$ cat src/rtl/dsprx_pkg.sv
package dsprx_pkg;

    typedef enum logic [1:0] {
        ST_IDLE  = 2'd0,
        ST_LEFT  = 2'd1,
        ST_RIGHT = 2'd2
    } rx_state_t;

    // Word length in bits for a select code; reserved code maps to 24.
    function automatic int unsigned wlen_bits(input logic [1:0] sel);
        int unsigned n;
        unique case (sel)
            2'b00:   n = 16;
            2'b01:   n = 20;
            default: n = 24;
        endcase
        return n;
    endfunction

endpackage

$ cat src/rtl/dsprx_sync_edge.sv
module dsprx_sync_edge (
    input  logic clk,
    input  logic rst_n,
    input  logic fsync,
    output logic rise
);
    logic fsync_prev;

    // Reset value 1: a sync already high at release is not an edge.
    always_ff @(posedge clk) begin
        if (!rst_n) fsync_prev <= 1'b1;
        else        fsync_prev <= fsync;
    end

    assign rise = fsync & ~fsync_prev;
endmodule

$ cat src/rtl/dsprx_ctrl.sv
module dsprx_ctrl
    import dsprx_pkg::*;
#(
    parameter int DATA_W = 24,
    localparam int CNT_W = $clog2(DATA_W)
) (
    input  logic             clk,
    input  logic             rst_n,
    input  logic             rise,
    input  logic [1:0]       wlen_sel,
    output logic             clr,
    output logic             left_we,
    output logic             right_we,
    output logic [CNT_W-1:0] idx,
    output logic             done,
    output logic [CNT_W:0]   frame_wl
);
    rx_state_t        state_q, state_d;
    logic [CNT_W-1:0] cnt_q, cnt_d;
    logic [CNT_W:0]   wl_q, wl_d;
    logic             last_bit;

    assign last_bit = ({1'b0, cnt_q} == (wl_q - 1'b1));
    assign frame_wl = wl_q;

    // State register process.
    always_ff @(posedge clk) begin
        if (!rst_n) begin
            state_q <= ST_IDLE;
            cnt_q   <= '0;
            wl_q    <= (CNT_W+1)'(DATA_W);
        end else begin
            state_q <= state_d;
            cnt_q   <= cnt_d;
            wl_q    <= wl_d;
        end
    end

    // Next-state and output process.
    always_comb begin
        state_d  = state_q;
        cnt_d    = cnt_q;
        wl_d     = wl_q;
        clr      = 1'b0;
        left_we  = 1'b0;
        right_we = 1'b0;
        done     = 1'b0;
        idx      = cnt_q;
        if (rise) begin
            // START: this edge's bit is the left MSB
            clr      = 1'b1;
            left_we  = 1'b1;
            idx      = '0;
            state_d  = ST_LEFT;
            cnt_d    = CNT_W'(1);
            wl_d     = (CNT_W+1)'(wlen_bits(wlen_sel));
        end else begin
            unique case (state_q)
                ST_IDLE: begin
                    // HOLD: filler bits ignored
                end
                ST_LEFT: begin
                    left_we = 1'b1;
                    if (last_bit) begin
                        state_d = ST_RIGHT;   // SWAP
                        cnt_d   = '0;
                    end else begin
                        cnt_d   = cnt_q + 1'b1;
                    end
                end
                ST_RIGHT: begin
                    right_we = 1'b1;
                    if (last_bit) begin
                        done    = 1'b1;       // FINISH
                        state_d = ST_IDLE;
                        cnt_d   = '0;
                    end else begin
                        cnt_d   = cnt_q + 1'b1;
                    end
                end
                default: begin
                    state_d = ST_IDLE;
                    cnt_d   = '0;
                end
            endcase
        end
    end
endmodule

$ cat src/rtl/dsprx_word.sv
module dsprx_word #(
    parameter int DATA_W = 24,
    localparam int CNT_W = $clog2(DATA_W)
) (
    input  logic              clk,
    input  logic              rst_n,
    input  logic              clr,
    input  logic              we,
    input  logic [CNT_W-1:0]  idx,
    input  logic              bit_in,
    output logic [DATA_W-1:0] word_q,
    output logic [DATA_W-1:0] word_d
);
    logic [CNT_W-1:0] pos;

    // Bit index 0 lands in the MSB, giving left-justified words.
    assign pos = CNT_W'(DATA_W - 1) - idx;

    always_comb begin
        word_d = clr ? '0 : word_q;
        if (we) word_d[pos] = bit_in;
    end

    always_ff @(posedge clk) begin
        if (!rst_n) word_q <= '0;
        else        word_q <= word_d;
    end
endmodule

$ cat src/rtl/dsprx_outreg.sv
module dsprx_outreg #(
    parameter int DATA_W = 24
) (
    input  logic              clk,
    input  logic              rst_n,
    input  logic              load,
    input  logic [DATA_W-1:0] left_in,
    input  logic [DATA_W-1:0] right_in,
    output logic [DATA_W-1:0] left_q,
    output logic [DATA_W-1:0] right_q,
    output logic              valid
);
    always_ff @(posedge clk) begin
        if (!rst_n) begin
            left_q  <= '0;
            right_q <= '0;
            valid   <= 1'b0;
        end else begin
            valid <= load;
            if (load) begin
                left_q  <= left_in;
                right_q <= right_in;
            end
        end
    end
endmodule

$ cat src/rtl/dsp_late_rx.sv
module dsp_late_rx #(
    parameter int DATA_W = 24
) (
    input  logic              bclk,
    input  logic              rst_n,
    input  logic              fsync,
    input  logic              sdata,
    input  logic [1:0]        wlen_sel,
    output logic [DATA_W-1:0] left_q,
    output logic [DATA_W-1:0] right_q,
    output logic              sample_valid
);
    localparam int CNT_W = $clog2(DATA_W);
    localparam int N_CH  = 2;

    logic             rise;
    logic             clr;
    logic             left_we;
    logic             right_we;
    logic             done;
    logic [CNT_W-1:0] idx;
    logic [CNT_W:0]   frame_wl;
    logic [N_CH-1:0]  ch_we;
    logic [DATA_W-1:0] ch_q [N_CH];
    logic [DATA_W-1:0] ch_d [N_CH];

    dsprx_sync_edge u_edge (
        .clk   (bclk),
        .rst_n (rst_n),
        .fsync (fsync),
        .rise  (rise)
    );

    dsprx_ctrl #(.DATA_W(DATA_W)) u_ctrl (
        .clk      (bclk),
        .rst_n    (rst_n),
        .rise     (rise),
        .wlen_sel (wlen_sel),
        .clr      (clr),
        .left_we  (left_we),
        .right_we (right_we),
        .idx      (idx),
        .done     (done),
        .frame_wl (frame_wl)
    );

    assign ch_we = {right_we, left_we};

    // Channel 0 = left, channel 1 = right.
    for (genvar c = 0; c < N_CH; c++) begin : g_ch
        dsprx_word #(.DATA_W(DATA_W)) u_word (
            .clk    (bclk),
            .rst_n  (rst_n),
            .clr    (clr),
            .we     (ch_we[c]),
            .idx    (idx),
            .bit_in (sdata),
            .word_q (ch_q[c]),
            .word_d (ch_d[c])
        );
    end

    // Right word includes the LSB captured on the load edge.
    dsprx_outreg #(.DATA_W(DATA_W)) u_out (
        .clk      (bclk),
        .rst_n    (rst_n),
        .load     (done),
        .left_in  (ch_q[0]),
        .right_in (ch_d[1]),
        .left_q   (left_q),
        .right_q  (right_q),
        .valid    (sample_valid)
    );
endmodule

$ cat config.mk
export PLATFORM = sky130hd
export DESIGN_NAME = dsp_late_rx
export DESIGN_NICKNAME = d
export VERILOG_FILES = /design/src/rtl/dsprx_pkg.sv /design/src/rtl/dsprx_sync_edge.sv /design/src/rtl/dsprx_ctrl.sv /design/src/rtl/dsprx_word.sv /design/src/rtl/dsprx_outreg.sv /design/src/rtl/dsp_late_rx.sv
export SDC_FILE = /design/constraint.sdc
export NUM_CORES = 1
export LEC_CHECK = 0
export BUFFER_PORTS_ARGS = -buffer_cell sky130_fd_sc_hd__buf_2
export CELL_PAD_IN_SITES_DETAIL_PLACEMENT = 1
export CELL_PAD_IN_SITES_GLOBAL_PLACEMENT = 1
export CORE_MARGIN = 2
export CORE_UTILIZATION = 49
export CTS_BUF_LIST = sky130_fd_sc_hd__clkbuf_8
export DETAILED_ROUTE_END_ITERATION = 10
export PLACE_DENSITY = 0.84
export REMOVE_ABC_BUFFERS = 1
export SYNTH_ARGS = -nofsm -noshare
export SYNTH_HDL_FRONTEND = slang
export SYNTH_SLANG_ARGS = --single-unit
$ cat constraint.sdc
create_clock -name bclk -period 4.8 [get_ports bclk]
set_input_delay 0.48 -clock bclk [delete_from_list [all_inputs] [get_ports bclk]]
set_output_delay 0.48 -clock bclk [all_outputs]
set_load 0.01 [all_outputs]
After elaboration in Yosys (flattened, before gate mapping)
Index checks and enable logic that the tools add are counted.
{ "word_totals": {"ff_bits": 111, "input_bits": 6, "output_inout_bits": 49, "wordCells": 61} }
{ "op_classes": {"n_addsub": 3, "n_lt_le_gt_ge": 2, "eq_ne": 9, "muxes": 25, "bitwise_logic": 4, "n_reduce_logical": 7} }
{ "op_table": {"columns": ["operator", "n"], "rows": [
  ["24-bit 2-to-1 mux", 4],
  ["24-bit bitwise mux", 2],
  ["1-bit 2-to-1 mux", 11],
  ["5-bit 2-to-1 mux", 2],
  ["5-bit one-hot mux with 2 select lines", 1],
  ["4-bit one-hot mux with 2 select lines", 1],
  ["5-bit by 6-bit == test with 1-bit output", 1],
  ["5-bit by 6-bit less-than comparator with 1-bit output, second input constant", 1],
  ["3-bit by 2-bit inequality test with 1-bit output, second input constant", 2],
  ["2-bit one-hot mux with 3 select lines", 1],
  ["3-bit AND reduction", 2],
  ["6-bit by 1-bit subtractor with 6-bit output, second input constant", 1],
  ["5-bit by 1-bit adder with 5-bit output, second input constant", 1],
  ["1-bit demux with 5-bit select", 1],
  ["5-bit by 1-bit >= comparator with 1-bit output, second input constant", 1],
  ["5-bit subtractor, first input constant", 1],
  ["2-bit by 1-bit == test with 1-bit output, second input constant", 2],
  ["2-bit logical NOT", 2],
  ["2-bit 2-to-1 mux", 2],
  ["2-bit by 1-bit inequality test with 1-bit output, second input constant", 2],
  ["2-bit OR reduction", 2],
  ["1-bit inverter", 3],
  ["2-bit == test, second input constant", 1],
  ["2-bit inequality test, second input constant", 1],
  ["2 further kinds", 2]
]} }

Logic depth before layout (Yosys ltp)
{ "depth": {"word_depth": 10, "mapped_depth": 8, "mapped_depth_nobuf": 6} }

Hierarchy
From an unflattened synthesis, not the netlist that was laid out.
{ "hier_totals": {"cells_unflattened": 573, "hier_area_um2": 5516.5} }
{ "modules_own_cells": {"columns": ["mod", "n_inst", "cells_per_inst", "area_per_inst_um2", "seq_area_each_um2"], "rows": [
  ["dsprx_word", 2, 167, 1471.4, 480.5],
  ["dsprx_outreg", 1, 157, 1853.0, 980.9],
  ["dsprx_ctrl", 1, 79, 680.7, 180.2],
  ["dsprx_sync_edge", 1, 3, 40.0, 20.0]
]} }

Worst setup path before layout
OpenSTA, ideal clock, no wires.
{ "synth_path": {"path_kind": "register to register", "start": "register u_ctrl.wl_q[2], in the netlist u_ctrl.frame_wl[2]", "end": "register u_out.right_q[10]", "setup_ps": 136, "t_arrival_ps": 1541, "required_ps": 4664, "slack_ps": 3123, "path_stages_with_launch": 8, "n_path_buf": 1, "period_less_slack_ps": 1677, "path_cell_list": "dfxtp_1 > inv_1 > ha_1 > xor2_1 > nand4_2 > nor2_2 > buf_2 > a211oi_1"} }
{ "synth_via": {"elab_chain_cells": 5} }
{ "synth_rtl": {"columns": ["item", "line_no", "text"], "rows": [
  ["from (decl)", "dsprx_ctrl.sv:20", "logic [CNT_W:0] wl_q, wl_d;"],
  ["from (signal assigned)", "dsprx_ctrl.sv:31", "wl_q <= (CNT_W+1)'(DATA_W);"],
  ["from (signal assigned)", "dsprx_ctrl.sv:35", "wl_q <= wl_d;"],
  ["6-bit by 1-bit subtractor with 6-bit output", "dsprx_ctrl.sv:23", "assign last_bit = ({1'b0, cnt_q} == (wl_q - 1'b1));"],
  ["5-bit by 6-bit == test with 1-bit output", "dsprx_ctrl.sv:23", null],
  ["1-bit 2-to-1 mux", "dsprx_ctrl.sv:73", "if (last_bit) begin"],
  ["1-bit 2-to-1 mux", "dsprx_ctrl.sv:58", "unique case (state_q)"],
  ["1-bit 2-to-1 mux", "dsprx_ctrl.sv:49", "if (rise) begin"],
  ["to (signal assigned)", "dsprx_outreg.sv:22", "right_q <= right_in;"],
  ["to (decl)", "dsprx_outreg.sv:10", "output logic [DATA_W-1:0] right_q,"]
]} }
No other way between the ends.
A chain may end at the register's enable or synchronous reset.

Worst setup path in the final report
{ "layout_path": {"start": "register u_ctrl.cnt_q[2]", "end": "register u_out.right_q[12]"} }
{ "layout_via": {"elab_chain_cells": 8, "word_cells_on_any_way": 13, "cone_classes": "add/sub: 1; order compare: 2; eq/ne: 1; mux: 8; reduce/logical: 1"} }
{ "layout_rtl": {"columns": ["item", "line_no", "text"], "rows": [
  ["from (decl)", "dsprx_ctrl.sv:19", "logic [CNT_W-1:0] cnt_q, cnt_d;"],
  ["from (signal assigned)", "dsprx_ctrl.sv:34", "cnt_q <= cnt_d;"],
  ["5-bit 2-to-1 mux", "dsprx_ctrl.sv:49", null],
  ["5-bit subtractor", "dsprx_word.sv:17", "assign pos = CNT_W'(DATA_W - 1) - idx;"],
  ["5-bit by 6-bit less-than comparator with 1-bit output (not written as such) / 5-bit by 1-bit >= comparator with 1-bit output (equally long branches)", "dsprx_word.sv:21", "if (we) word_d[pos] = bit_in;"],
  ["1-bit logical AND (not written as such)", "dsprx_word.sv:21", null],
  ["1-bit 2-to-1 mux (not written as such)", "dsprx_word.sv:21", null],
  ["1-bit demux with 5-bit select", null, null],
  ["24-bit bitwise mux", "dsprx_word.sv:21", null],
  ["24-bit 2-to-1 mux", "dsprx_word.sv:21", null]
]} }
Several ways; a longest one is shown, not always the timed one.

==> run summary <==
## GRT
- 55 — maximum number of pins on one net before global-route repair
- 0 — initial antenna violation count
- 24.79% — Global Route Usage Sum
- 20360 um — first-pass GRT wire length
- 4042 — via count of the first global-routing pass
- 0 — grt ovf

## Routing
- 12030 um — Routed WL
- 18.23 um — routed len/inst
- 4034 — via count of the routed design
- 4 — iteration count of the initial detailed-routing pass
- 0 — antenna viol nets, final
- 5501 um — met1 WL
- 0 — number of DRC violations after detailed routing
- 6.112 — number of vias per cell
- 320 um — metal3 WL
- 6070 um — WL met2
- 123 — first-iteration detailed-routing DRC count
- met4 — max layer used

## Place
- 0.8065 — RD Place Congestion
- 54 — number of port buffers
- 7706 um — HPWL Detailed

## Yosys
- 8.690 um^2 — mean cell area of the mapped netlist
- 0 — Post-synth EDFFs
- 46.33% — proportion of synthesized chip area in sequential cells
- 107 — register bit total from synthesis
- 532 — post-synthesis cell count
- sky130_fd_sc_hd__dfxtp_1 — Main synth FF type
- 0.004623 mm^2 — Mapped Area
- 45 — post-synth cell types
- 0% — fraction of registers with async set/reset
- 0 — number of synthesis warnings

## Finish
- 15.48% — layout cell share with drive strength beyond 1
- 0 — number of antenna diodes
- 555 — post-layout net count
- 1104 — total of fill cells in the finished design
- 8.444% — area added between synthesis and finish

## Timing
- 0 — setup violation total in the final timing report
- 1111 ps — slew of the pin with the lowest slew margin
- 3111 ps — time the final worst path needs with I/O delays and setup
- no — unrepaired setup endpoints after global routing
- 0 — endpoints failing hold
- 0 ps — setup_tns
- 64.81% — Final period util
- 25.84% — remaining max-slew budget at the tightest pin
- 13.04 ps — clock skew after layout
- 0.3214 GHz — Fmax achieved
- 0 — count of final max-slew check failures

## CTS
- 0 — quantity of gates resized following cts
- 2 — maximum buffer depth of the clock tree
- yes — TritonCTS clock tree
- 380 ps — Clock Latency Late Sink
- 3 — number of levels in the clock H-tree
- 100 ps — clock-pin slew on the worst setup and hold paths
- 9 — Num CTS Buffers
- 0 — quantity of hold-fixing buffers added after cts
- sky130_fd_sc_hd__clkbuf_8 — cell at the root of the clock tree
- 0 — Post-CTS Setup Bufs
- 107 — # clock sinks

## Worst setup path
- u_ctrl.cnt_q[2]$_SDFFE_PP0P_ — Worst Setup SP
- reg -> reg — Worst Path Class, Setup
- xor2_1, and4_1, buf_4, a21oi_1, a211oi_1 — worst path cell trace
- 5070 ps — data required time at the worst endpoint
- u_out.right_q[12]$_SDFFE_PN0P_ — endpoint of the worst register-to-register path
- 1070 ps — CP max stage delay
- 36 — critical-path maximum fanout
- 1690 ps — setup slack of the worst register-to-register path
- 3380 ps — WP data arrival
- 5 — worst reg-to-reg path cell count
- u_ctrl.cnt_q[2]$_SDFFE_PP0P_ — reg-to-reg startpoint
- flop — kind of capture point of the worst setup path
- sky130_fd_sc_hd__dfxtp_1 — library cell contributing the largest single delay on the critical path
- u_out.right_q[12]$_SDFFE_PN0P_ — end of the critical path
- flop — kind of start point of the critical path

## Power
- 23.17% — share of total power consumed by net switching
- 1.836 nW — reported leakage power
- 57.4% — fraction of power consumed by sequential logic
- 1.194 mW — internal power of the cells
- 0.0001496 V — Peak VDD IR
- 3.2% — Logic pwr share
- 39.4% — portion of total power attributed to the clock network
- 0.3602 mW — sw power
- 310.0 mW/mm^2 — pwr dens
- 1.554 mW — total power after layout

## Flow run
- 0 — Maximum Capacitance Violations

## Floorplan
- 101.1 um — die width
- 50.27% — starting density of the core
- 55 — # IOs
- 0.009196 mm^2 — core area
- 101.1 um — Die Span Y
- 0.01023 mm^2 — area enclosed by the die boundary
- 35 — cell row count

## Hold path
- 2 — hold path cells
- in -> reg — class of the tightest hold or removal check

## Status
- finished clean — outcome

## synthesized netlist by cell type, drive strengths merged, types with 2 or more instances
cell type	instances	share of area [%]
a211oi	24	4.0
nand2b	5	0.68
nor4b	2	0.38
nand4b	3	0.57
and3	5	0.68
ha	5	1.4
nor2b	7	0.95
nand4	4	0.68
a311oi	3	0.57
nand3	51	5.5
mux2i	19	4.1
o311ai	11	2.1
o21ai	26	2.8
inv	9	0.73
nor2	40	3.3
o211ai	14	2.3
o311a	5	1.1
xor2	3	0.73
and2	2	0.27
nand3b	3	0.49
clkbuf	32	2.6
a31oi	10	1.4
a21oi	74	8.0
and4bb	3	0.81
dfxtp	107	46
nand2	22	1.8
buf	27	3.4
nor3	8	0.87
## registers in the layout (all words and copies together) (netlist names)
register,flops
u_ctrl.frame_wl,2
u_out.left_q,24
u_ctrl.state_q,2
u_ctrl.cnt_q,5
u_out.right_q,24
u_edge.fsync_prev,1
g_ch.u_word.word_q,48
u_out.valid,1
## power by group through the flow
stage	Clock [mW]	Combinational (mW)	Sequential [mW]
3_3_place_gp	0	0.0470	0.913
6_report	0.612	0.0496	0.893
3_5_place_dp	0	0.0495	0.913
4_1_cts	0.614	0.0494	0.892
2_1_floorplan	0	0.0278	0.912
5_1_grt	0.654	0.0553	0.893
## cell usage in the layout, fill, tap and decap left out, drive strengths merged, types with 9 or more instances in the layout
| master | synthesis | routed |
|---|---|---|
| o311ai | 11 | 11 |
| mux2i | 19 | 19 |
| o211ai | 14 | 14 |
| nor2 | 40 | 40 |
| buf | 27 | 60 |
| a31oi | 10 | 10 |
| a211oi | 24 | 24 |
| clkbuf | 32 | 9 |
| o21ai | 26 | 26 |
| inv | 9 | 12 |
| dfxtp | 107 | 107 |
| nand3 | 51 | 51 |
| a21oi | 74 | 74 |
| nand2 | 22 | 22 |
## cell type report
| type | count | area, um^2 | share of cell area [%] |
|---|---|---|---|
| multi-input cells | 357 | 2167 | 43.22 |
| inverters | 9 | 33.78 | 0.6738 |
| clock inverters | 7 | 92.59 | 1.847 |
| well taps | 111 | 138.9 | 2.770 |
| flip-flops and latches | 107 | 2142 | 42.73 |
| clock buffers | 9 | 123.9 | 2.471 |
| repair buffers | 60 | 315.3 | 6.289 |
## per-layer routing
metal  global-route usage [%]  vias to the layer above
li1                         -                     1951
met1                    32.50                     2006
met2                    42.49                       64
met3                    2.761                       13
met4                    8.732                        0
met5                        0                        -
## metrics by stage
step / util (%) / hold WS, ps / worst slack [ps] / cells / area [um^2]
5_1_grt: 54.52 / 317.0 / 1390 / 660 / 5014
3_5_place_dp: 52.16 / 466.0 / 1754 / 644 / 4797
4_1_cts: 54.52 / 309.3 / 1707 / 660 / 5014
2_1_floorplan: - / 440.6 / 2197 / 473 / 4343
6_report: 54.52 / 311.1 / 1689 / 660 / 5014
3_3_place_gp: 52.16 / 459.8 / 1961 / 644 / 4797
## worst min-delay path by stage
stage | slack [ps] | start | to
after global placement | 460 | u_out.left_q[7]$_SDFFE_PN0P_ | u_out.left_q[7]$_SDFFE_PN0P_
after CTS | 310 | fsync | u_edge.fsync_prev$_SDFF_PN1_
after floorplan | 440 | g_ch[0].u_word.word_q[12]$_SDFF_PN0_ | u_out.left_q[12]$_SDFFE_PN0P_
after detailed placement | 470 | g_ch[0].u_word.word_q[21]$_SDFF_PN0_ | u_out.left_q[21]$_SDFFE_PN0P_
final | 310 | fsync | u_edge.fsync_prev$_SDFF_PN1_
after global routing | 320 | rst_n | u_edge.fsync_prev$_SDFF_PN1_
## cells by family (layout without fill, tap and decap cells)
logic type	count (synthesis)	after routing	synth area share, %
buf+inv	68	85	6.793
compound gates	168	168	22.35
flops	107	107	46.33
xor+xnor	3	3	0.7309
simple gates	162	162	18.32
fa+ha+maj	5	5	1.353
mux	19	19	4.114
## critical path: cells and delay by family (launching register included)
family	cells	cell delay [ps]
AOI/OAI and AO/OA	2	390
xor gates and xnor gates	1	280
buffers and inverters	1	420
and+or+nand+nor	1	850
DFF	1	1070
(Power assumes the default switching activity.)
